--- src/rtl/acq_pkg.sv ---
package acq_pkg;
  typedef enum logic {ST_PRE, ST_POST} acqState_t;

  typedef struct packed {
    logic store;
    logic trigTake;
    logic finish;
  } acqStrobes_t;
endpackage

--- src/rtl/acq_ctrl.sv ---
module acq_ctrl
  import acq_pkg::*;
#(
  parameter int ADDR_W = 4,
  parameter int DEC_W  = 4
) (
  input  logic              clk,
  input  logic              rstN,
  input  logic              sampleStb,
  input  logic              trigIn,
  input  logic [ADDR_W-1:0] preDepth,
  input  logic [ADDR_W-1:0] postDepth,
  input  logic [DEC_W-1:0]  decimN,
  input  logic              fifoFull,
  output acqStrobes_t       strb,
  output logic [DEC_W-1:0]  gapNow
);
  acqState_t         state;
  logic [ADDR_W:0]   fillCnt;
  logic [ADDR_W:0]   postCnt;
  logic [DEC_W-1:0]  gapCnt;
  logic              eligible;

  always_comb begin
    eligible      = sampleStb && (gapCnt >= decimN);
    strb.finish   = (state == ST_POST) && (postCnt >= {1'b0, postDepth});
    strb.store    = eligible && !fifoFull && !strb.finish;
    strb.trigTake = (state == ST_PRE) && trigIn && !fifoFull &&
                    (fillCnt >= {1'b0, preDepth});
    gapNow        = gapCnt;
  end

  always_ff @(posedge clk) begin
    if (!rstN) begin
      state   <= ST_PRE;
      fillCnt <= '0;
      postCnt <= '0;
      gapCnt  <= '0;
    end else begin
      if (eligible)       gapCnt <= '0;
      else if (sampleStb) gapCnt <= gapCnt + 1'b1;

      case (state)
        ST_PRE: begin
          if (strb.trigTake) begin
            state   <= ST_POST;
            postCnt <= {{ADDR_W{1'b0}}, strb.store};
          end else if (strb.store && !fillCnt[ADDR_W]) begin
            fillCnt <= fillCnt + 1'b1;
          end
        end
        default: begin
          if (strb.finish) begin
            state   <= ST_PRE;
            fillCnt <= '0;
          end else if (strb.store) begin
            postCnt <= postCnt + 1'b1;
          end
        end
      endcase
    end
  end
endmodule

--- src/rtl/acq_datapath.sv ---
module acq_datapath
  import acq_pkg::*;
#(
  parameter int ADDR_W   = 4,
  parameter int REGIONS  = 4,
  parameter int DEC_W    = 4,
  parameter int INTERP_W = 8,
  localparam int REG_W   = $clog2(REGIONS),
  localparam int DESC_W  = REG_W + ADDR_W + DEC_W + INTERP_W
) (
  input  logic                    clk,
  input  logic                    rstN,
  input  acqStrobes_t             strb,
  input  logic [DEC_W-1:0]        gapNow,
  input  logic [INTERP_W-1:0]     interpIn,
  input  logic                    descPop,
  output logic                    wrEn,
  output logic [REG_W+ADDR_W-1:0] wrAddr,
  output logic                    descValid,
  output logic [REG_W-1:0]        descRegion,
  output logic [ADDR_W-1:0]       descTrigPtr,
  output logic [DEC_W-1:0]        descGap,
  output logic [INTERP_W-1:0]     descInterp,
  output logic                    fifoFull
);
  logic [REG_W-1:0]  region;
  logic [ADDR_W-1:0] ptr;
  logic [ADDR_W-1:0] trigPtrQ;
  logic [DEC_W-1:0]  trigGapQ;

  logic [DESC_W-1:0] mem [REGIONS];
  logic [REG_W-1:0]  wrIdx, rdIdx;
  logic [REG_W:0]    count;
  logic              push, pop;

  assign wrEn     = strb.store;
  assign wrAddr   = {region, ptr};
  assign push     = strb.finish;
  assign pop      = descPop && (count != '0);
  assign fifoFull = (count == REGIONS[REG_W:0]);
  assign descValid = (count != '0);
  assign {descRegion, descTrigPtr, descGap, descInterp} = mem[rdIdx];

  always_ff @(posedge clk) begin
    if (!rstN) begin
      region   <= '0;
      ptr      <= '0;
      trigPtrQ <= '0;
      trigGapQ <= '0;
    end else begin
      if (strb.trigTake) begin
        trigPtrQ <= ptr;
        trigGapQ <= gapNow;
      end
      if (strb.finish) begin
        region <= region + 1'b1;
        ptr    <= '0;
      end else if (strb.store) begin
        ptr <= ptr + 1'b1;
      end
    end
  end

  always_ff @(posedge clk) begin
    if (!rstN) begin
      wrIdx <= '0;
      rdIdx <= '0;
      count <= '0;
    end else begin
      if (push) wrIdx <= wrIdx + 1'b1;
      if (pop)  rdIdx <= rdIdx + 1'b1;
      case ({push, pop})
        2'b10:   count <= count + 1'b1;
        2'b01:   count <= count - 1'b1;
        default: count <= count;
      endcase
    end
  end

  always_ff @(posedge clk) begin
    if (push) mem[wrIdx] <= {region, trigPtrQ, trigGapQ, interpIn};
  end
endmodule

--- src/rtl/acq_mem_ctrl.sv ---
module acq_mem_ctrl
  import acq_pkg::*;
#(
  parameter int ADDR_W   = 4,
  parameter int REGIONS  = 4,
  parameter int DEC_W    = 4,
  parameter int INTERP_W = 8,
  localparam int REG_W   = $clog2(REGIONS)
) (
  input  logic                    clk,
  input  logic                    rstN,
  input  logic                    sampleStb,
  input  logic                    trigIn,
  input  logic [ADDR_W-1:0]       preDepth,
  input  logic [ADDR_W-1:0]       postDepth,
  input  logic [DEC_W-1:0]        decimN,
  input  logic [INTERP_W-1:0]     interpIn,
  output logic                    wrEn,
  output logic [REG_W+ADDR_W-1:0] wrAddr,
  output logic                    descValid,
  input  logic                    descPop,
  output logic [REG_W-1:0]        descRegion,
  output logic [ADDR_W-1:0]       descTrigPtr,
  output logic [DEC_W-1:0]        descGap,
  output logic [INTERP_W-1:0]     descInterp,
  output logic                    acqFull
);
  acqStrobes_t      strb;
  logic [DEC_W-1:0] gapNow;
  logic             fifoFull;

  acq_ctrl #(.ADDR_W(ADDR_W), .DEC_W(DEC_W)) uCtrl (
    .clk(clk), .rstN(rstN), .sampleStb(sampleStb), .trigIn(trigIn),
    .preDepth(preDepth), .postDepth(postDepth), .decimN(decimN),
    .fifoFull(fifoFull), .strb(strb), .gapNow(gapNow)
  );

  acq_datapath #(.ADDR_W(ADDR_W), .REGIONS(REGIONS), .DEC_W(DEC_W),
                 .INTERP_W(INTERP_W)) uPath (
    .clk(clk), .rstN(rstN), .strb(strb), .gapNow(gapNow),
    .interpIn(interpIn), .descPop(descPop), .wrEn(wrEn), .wrAddr(wrAddr),
    .descValid(descValid), .descRegion(descRegion),
    .descTrigPtr(descTrigPtr), .descGap(descGap), .descInterp(descInterp),
    .fifoFull(fifoFull)
  );

  assign acqFull = fifoFull;
endmodule

--- config.mk ---
export PLATFORM = sky130hd
export DESIGN_NAME = acq_mem_ctrl
export DESIGN_NICKNAME = d
export VERILOG_FILES = /design/src/rtl/acq_pkg.sv /design/src/rtl/acq_ctrl.sv /design/src/rtl/acq_datapath.sv /design/src/rtl/acq_mem_ctrl.sv
export SDC_FILE = /design/constraint.sdc
export NUM_CORES = 1
export LEC_CHECK = 0
export BUFFER_PORTS_ARGS = -buffer_cell sky130_fd_sc_hd__buf_2
export CAP_MARGIN = 20
export CELL_PAD_IN_SITES_DETAIL_PLACEMENT = 1
export CELL_PAD_IN_SITES_GLOBAL_PLACEMENT = 2
export CORE_ASPECT_RATIO = 0.5
export CORE_MARGIN = 5
export CORE_UTILIZATION = 37
export DETAILED_ROUTE_END_ITERATION = 10
export MAX_ROUTING_LAYER = met4
export PLACE_DENSITY_LB_ADDON = 0.1
export RECOVER_POWER = 50
export SKIP_CTS_REPAIR_TIMING = 1
export SLEW_MARGIN = 30
export SYNTH_ARGS = -nofsm -noshare
export SYNTH_HDL_FRONTEND = slang
export SYNTH_SLANG_ARGS = --single-unit
--- constraint.sdc ---
create_clock -name clk -period 3 [get_ports clk]
set_input_delay 0.75 -clock clk [delete_from_list [all_inputs] [get_ports clk]]
set_output_delay 0.75 -clock clk [all_outputs]
set_load 0.01 [all_outputs]
# --- Yosys cells after proc, flatten, opt, wreduce, memory -nomap -nowiden ---
# Memories as Yosys holds them, arrays and structs flattened. A register that Yosys moved wholly into a read port is not among the register bits.
# Index checks and enable logic that the tools add are counted.
word_totals:
  out_inout_bits: 27
  reg_bits: 36
  mem_bits_rw: 72
  word_cells: 69
  romBits: 0
  latchBits: 0
  n_memories: 1
op_classes:
  div: 0
  n_eq_ne: 7
  muxes: 16
  bitwise: 2
  order_cmp: 3
  multipliers: 0
  shifts: 0
  n_reduce_logical: 20
  n_addsub: 9
mem_list:
  columns: ["memory", "words", "width", "read_ports", "rd_clocked_by_memory_dff", "write_ports", "line", "rtl"]
  rows:
  - ["uPath.mem", 4, 18, 1, 1, 1, "acq_datapath.sv:31", "logic [DESC_W-1:0] mem [REGIONS];"]
ops:
  columns: ["op", "n"]
  rows:
  - ["$mux W5", 8]
  - ["$add A5 B1 Y5 const B", 2]
  - ["$ge A5 B4 Y1", 2]
  - ["$logic_and A1 B1 Y1", 9]
  - ["$add A4 B1 Y4 const B", 2]
  - ["$add A2 B1 Y2 const B", 3]
  - ["$pmux W3 S2", 1]
  - ["$reduce_and A3 Y1", 2]
  - ["$reduce_bool A2 Y1", 3]
  - ["$mux W1", 5]
  - ["$ge A4 B4 Y1", 1]
  - ["$mux W2", 2]
  - ["$ne A2 B1 Y1 const B", 2]
  - ["$ne A2 B2 Y1 const B", 2]
  - ["$reduce_or A2 Y1", 2]
  - ["$add A3 B1 Y3 const B", 1]
  - ["$eq A3 B3 Y1 const B", 1]
  - ["$logic_not A1 Y1", 3]
  - ["$reduce_bool A3 Y1", 1]
  - ["$sub A3 B1 Y3 const B", 1]
  - ["$eq A2 B1 Y1 const B", 1]
  - ["$eq A2 B2 Y1 const B", 1]
  - ["$not A1 Y1", 2]

# --- Depth between registers and ports, before layout ---
depth:
  ltp_word: 8
  depth_mapped: 12

# --- Hierarchy ---
# Synthesis repeated with hierarchy kept, for this count alone.
hier_totals:
  cells_unflattened: 335
  area_unflattened_um2: 4782.1
modules_own_cells:
  columns: ["mod", "cells_per_inst", "seq_area_each_um2", "area_each_um2", "instances"]
  rows:
  - ["acq_datapath", 192, 2622.5, 3647.2, 1]
  - ["acq_ctrl", 143, 300.3, 1134.8, 1]

# --- Least setup slack after synthesis ---
# Ideal clock, no wire load.
synth_timing:
  path_kind: "input-to-reg"
  startpoint: "in postDepth[2]"
  endpoint: "reg uPath.count[2]"
  path_stages: 12
  n_path_buf: 0
  required_ns: 2.924
  path_slack_ns: -0.154
  t_arrival_ns: 3.078
  path_cell_list: "inv_1 ha_1 a21o_1 a211oi_2 a21boi_2 inv_2 ha_1 inv_1 fa_1 xor2_1 or3_1 a21boi_0"
synth_between:
  elab_chain_cells: 4
  elab_cells_between_ends: 6
  classes_between: "order compare: 1; eq/ne: 2; mux: 1; reduce/logical: 2"
synth_rtl:
  columns: ["element", "line", "rtl"]
  rows:
  - ["start: declaration", "acq_mem_ctrl.sv:15", "input logic [ADDR_W-1:0] postDepth,"]
  - ["$ge A5 B4 Y1 (*)", "acq_ctrl.sv:26", "strb.finish = (state == ST_POST) && (postCnt >= {1'b0, postDepth});"]
  - ["$logic_and A1 B1 Y1 (*)", "acq_ctrl.sv:26", null]
  - ["$eq A2 B1 Y1 / $eq A2 B2 Y1 (equally long branches)", "acq_datapath.sv:72", "case ({push, pop})"]
  - ["$pmux W3 S2 / $reduce_bool A2 Y1 (equally long branches)", null, null]
  - ["end signal: assignment", "acq_datapath.sv:73", "2'b10: count <= count + 1'b1;"]
  - ["end signal: assignment", "acq_datapath.sv:74", "2'b01: count <= count - 1'b1;"]
  - ["end signal: assignment", "acq_datapath.sv:75", "default: count <= count;"]
  - ["end: declaration", "acq_datapath.sv:33", "logic [REG_W:0] count;"]
# Every way passes the cells marked *; elsewhere a longest branch is shown, timed or not.
# A chain may end at the register's enable or synchronous reset.

# --- Final worst setup path ---
layout_timing:
  startpoint: "in decimN[0]"
  endpoint: "out wrEn"
layout_between:
  elab_chain_cells: 4
layout_rtl:
  columns: ["element", "line", "rtl"]
  rows:
  - ["start: declaration", "acq_mem_ctrl.sv:16", "input logic [DEC_W-1:0] decimN,"]
  - ["$ge A4 B4 Y1", "acq_ctrl.sv:25", "eligible = sampleStb && (gapCnt >= decimN);"]
  - ["$logic_and A1 B1 Y1", "acq_ctrl.sv:25", null]
  - ["$logic_and A1 B1 Y1 (2 in series)", "acq_ctrl.sv:27", "strb.store = eligible && !fifoFull && !strb.finish;"]
  - ["end: declaration", "acq_mem_ctrl.sv:18", "output logic wrEn,"]
# No other way between the ends.

==> impl_metrics.csv <==
group,metric,value,unit
grt,grtUsageTotal,13.2,%
sta,fin_setup_tns,0,ns
power_and_ir_drop,switching_power,634,uW
final_layout,area_growth,16.8,%
sta,timing.slew.headroom,40.8,%
drt,vias,2681,
sta,post-route-period-util,95.1,%
cts,cts_tree,"yes",
drt,routedWlPerCell,16.6,um
grt,use_met2,22.5,%
drt,drt_iter0_drc,123,
sta,grt_setup_unrepaired,"no",
final_layout,regArea,0.00292,sq mm
worst_setup_path,critPathKind,"in2out",
power_and_ir_drop,p_leak,2.02,nW
cts,cts.htree.levels,3,
power_and_ir_drop,peakVddDrop,0.000270,V
power_and_ir_drop,powerDensity,531,mW/mm^2
yosys,synthTopCellsByArea,"edfxtp_1 47%, dfxtp_1 16%, mux4_2 8.7%",
yosys,synth.largest_area_cell,"edfxtp_1",
final_layout,fin_cells,550,
floorplan,core_area,0.0121,sq mm
cts,clock_sinks,110,
floorplan,io_pins,52,
yosys,netlist.area_leader.share,46.6,%
worst_setup_path,critPathLaunchType,"primary input",
sta,post-route-min-period,2.85,ns
cts,clk_latency,0.34,ns
placement,io_buffer_count,51,
status,outcome,"complete, no violations",
cts,cts-buffers-inserted,9,
yosys,muxShareOfSynthArea,10.7,%
final_layout,drive_gt1_share,23.4,%
floorplan,die_width,168,um
yosys,synthXorXnorAreaFrac,2.45,%
drt,ant_nets,0,
floorplan,die_h,89.2,um
yosys,synth_area_per_cell,14.8,sq um
worst_setup_path,cp.arrival,2.10,ns
sta,max_slew.worst_pin.slew,0.888,ns
yosys,synth_fa_ha_area_share,6.09,%
worst_setup_path,setup.worst_path.end_class,"primary output",
final_layout,mostFrequentLayoutCells,"72 x edfxtp_1, 38 x dfxtp_1, 36 x buf_2",
final_layout,post-route-util,45.0,%
final_layout,mostFrequentLayoutCell,"edfxtp_1",
final_layout,multi_input_area,0.00160,sq mm
sta,hold_violations,0,
yosys,synth_compound_area_share,5.47,%
placement,post-place-cells,534,
worst_setup_path,crit_fanout,2,
power_and_ir_drop,power_frac_comb,3.5,%
cts,root_buffer,"clkbuf_16",
yosys,synth_flop_cell,"edfxtp_1",
power_and_ir_drop,power.internal,2.24,mW
power_and_ir_drop,pwr-share-clk,40.3,%
grt,met3_usage,3.71,%
yosys,synth_nets,361,
yosys,synth-edff-count,72,
cts,clk_pin_slew_worst_paths,0.07,ns
sta,finClkSkew,0.00632,ns
grt,antenna_found_initial,0,
yosys,synth_top_family_by_area,"multiplexers",
final_layout,num_antenna_cells,0,
power_and_ir_drop,seqPwrFrac,56.1,%
power_and_ir_drop,p_sw_share,22.0,%
final_layout,fillers,1285,
cts,clockBufferDepth,2,
sta,final.setup.worst_slack,0.148,ns
grt,gr-max-usage-layer,"met2",
yosys,synth_cells,314,
grt,grt_overflow,0,
sta,timing.fmax,351,MHz
drt,drtPass1Iterations,4,
placement,gp_congestion,0.760,
placement,dp_hpwl,6.41,mm
grt,grt_pass1_wl,14.9,mm
placement,place_ws,-0.0504,ns
yosys,yosys_warnings,0,
yosys,ys_seq_elements,110,
floorplan,start_util,38.5,%
drt,drc_errors,0,
yosys,synth-simple-area-share,9.84,%
drt,drt_wl_total,9.10,mm
floorplan,dieArea,0.0150,sq mm
yosys,syn_area,0.00464,sq mm
yosys,synth.distinct_cells,48,
worst_setup_path,cp.required,2.25,ns
worst_hold_path,hold_class,"reg2reg",
job,cap_violations,0,
floorplan,row_count,28,
yosys,async_reset_ff_share,0,%
grt,grt_start_max_net_pins,32,
yosys,ys_seq_area_share,63.0,%
grt,use_met1,16.1,%
sta,setup_viol,0,
grt,grt_pass1_vias,2886,
final_layout,nets,427,
sta,drv_slew,0,
drt,via_per_inst,4.87,
[worst paths after layout]
kind | from | endpoint | slack [ns] | cells after the start
min | uPath.count[2] | uPath.count[2] | 0.50 | 2
min reg2reg | uPath.count[2] | uPath.count[2] | 0.50 | 2
max | decimN[0] | wrEn | 0.15 | 8
max reg2reg | uCtrl.fillCnt[0] | uPath.trigPtrQ[0] | 0.41 | 8
[power by group through the flow]
stage	combinational [mW]	sequential, mW	clock (mW)
3_3_place_gp	0.100	1.65	0
6_report	0.102	1.62	1.16
3_5_place_dp	0.105	1.65	0
4_1_cts	0.105	1.62	1.20
2_1_floorplan	0.0595	1.65	0
5_1_grt	0.116	1.62	1.26
[routing by layer]
layer  vias up  share of wire, %
met2        42                48
li1       1302                 -
met3         5               3.7
met4         0              0.48
met5         -                 0
met1      1332                48
[cells by family after synthesis]
family / Yosys count
flops: 110
xor+xnor: 13
compound gates: 32
buf+inv: 29
simple gates: 81
mux: 27
fa+ha+maj: 22
[state kept, by name (all words and copies together) (netlist names), named ones only]
| signal | count |
|---|---|
| uPath.count | 3 |
| uCtrl.postCnt | 5 |
| uPath.trigPtrQ | 4 |
| uPath.wrIdx | 2 |
| uCtrl.fillCnt | 5 |
| uCtrl.state | 1 |
| uPath.region | 2 |
| uPath.trigGapQ | 4 |
| uPath.rdIdx | 2 |
| uPath.ptr | 4 |
| uPath.mem | 72 |
| uCtrl.gapNow | 4 |
[per-stage QoR]
| step | hold WS (ns) | power (mW) | area, sq um |
|---|---|---|---|
| CTS | 0.507 | 2.92 | 5470 |
| floorplan | 0.457 | 1.71 | 4660 |
| detailed placement | 0.497 | 1.76 | 5170 |
| global placement | 0.475 | 1.75 | 5170 |
| finish | 0.500 | 2.88 | 5420 |
| global route | 0.542 | 3.00 | 5420 |
[critical path: stages]
cell       delay (ns)
buf_2            0.10
ha_1             0.27
nand2b_1         0.17
a2111oi_4        0.37
nor3_1           0.12
nand2_1          0.11
inv_1            0.07
buf_2            0.14
[layout make-up]
class                           instances  area share (%)
Inverter                               20            1.38
Multi-Input combinational cell        175            29.5
Timing Repair Buffer                   64            5.88
Sequential cell                       110            53.9
Tap cell                              165            3.81
Clock inverter                          7            1.34
Clock buffer                            9            4.15
[synth_stat cells, types with 2 or more instances]
| master | n |
|---|---|
| a31oi_1 | 2 |
| o21ai_0 | 6 |
| nor2b_1 | 9 |
| or3_1 | 3 |
| and3_1 | 5 |
| mux4_2 | 18 |
| nor3_1 | 2 |
| nor3b_2 | 2 |
| o21ai_4 | 2 |
| xnor2_1 | 5 |
| and2_1 | 13 |
| clkbuf_1 | 3 |
| o21a_1 | 2 |
| nand4_1 | 3 |
| nand2_1 | 16 |
| nor2_1 | 14 |
| buf_2 | 3 |
| ha_1 | 21 |
| a21boi_0 | 4 |
| o211ai_1 | 2 |
| buf_1 | 2 |
| nand3_1 | 7 |
| a21oi_1 | 4 |
| inv_1 | 19 |
| edfxtp_1 | 72 |
| mux2i_1 | 9 |
| dfxtp_1 | 38 |
| xor2_1 | 8 |
Note: power is estimated with default switching activity, not from simulation.
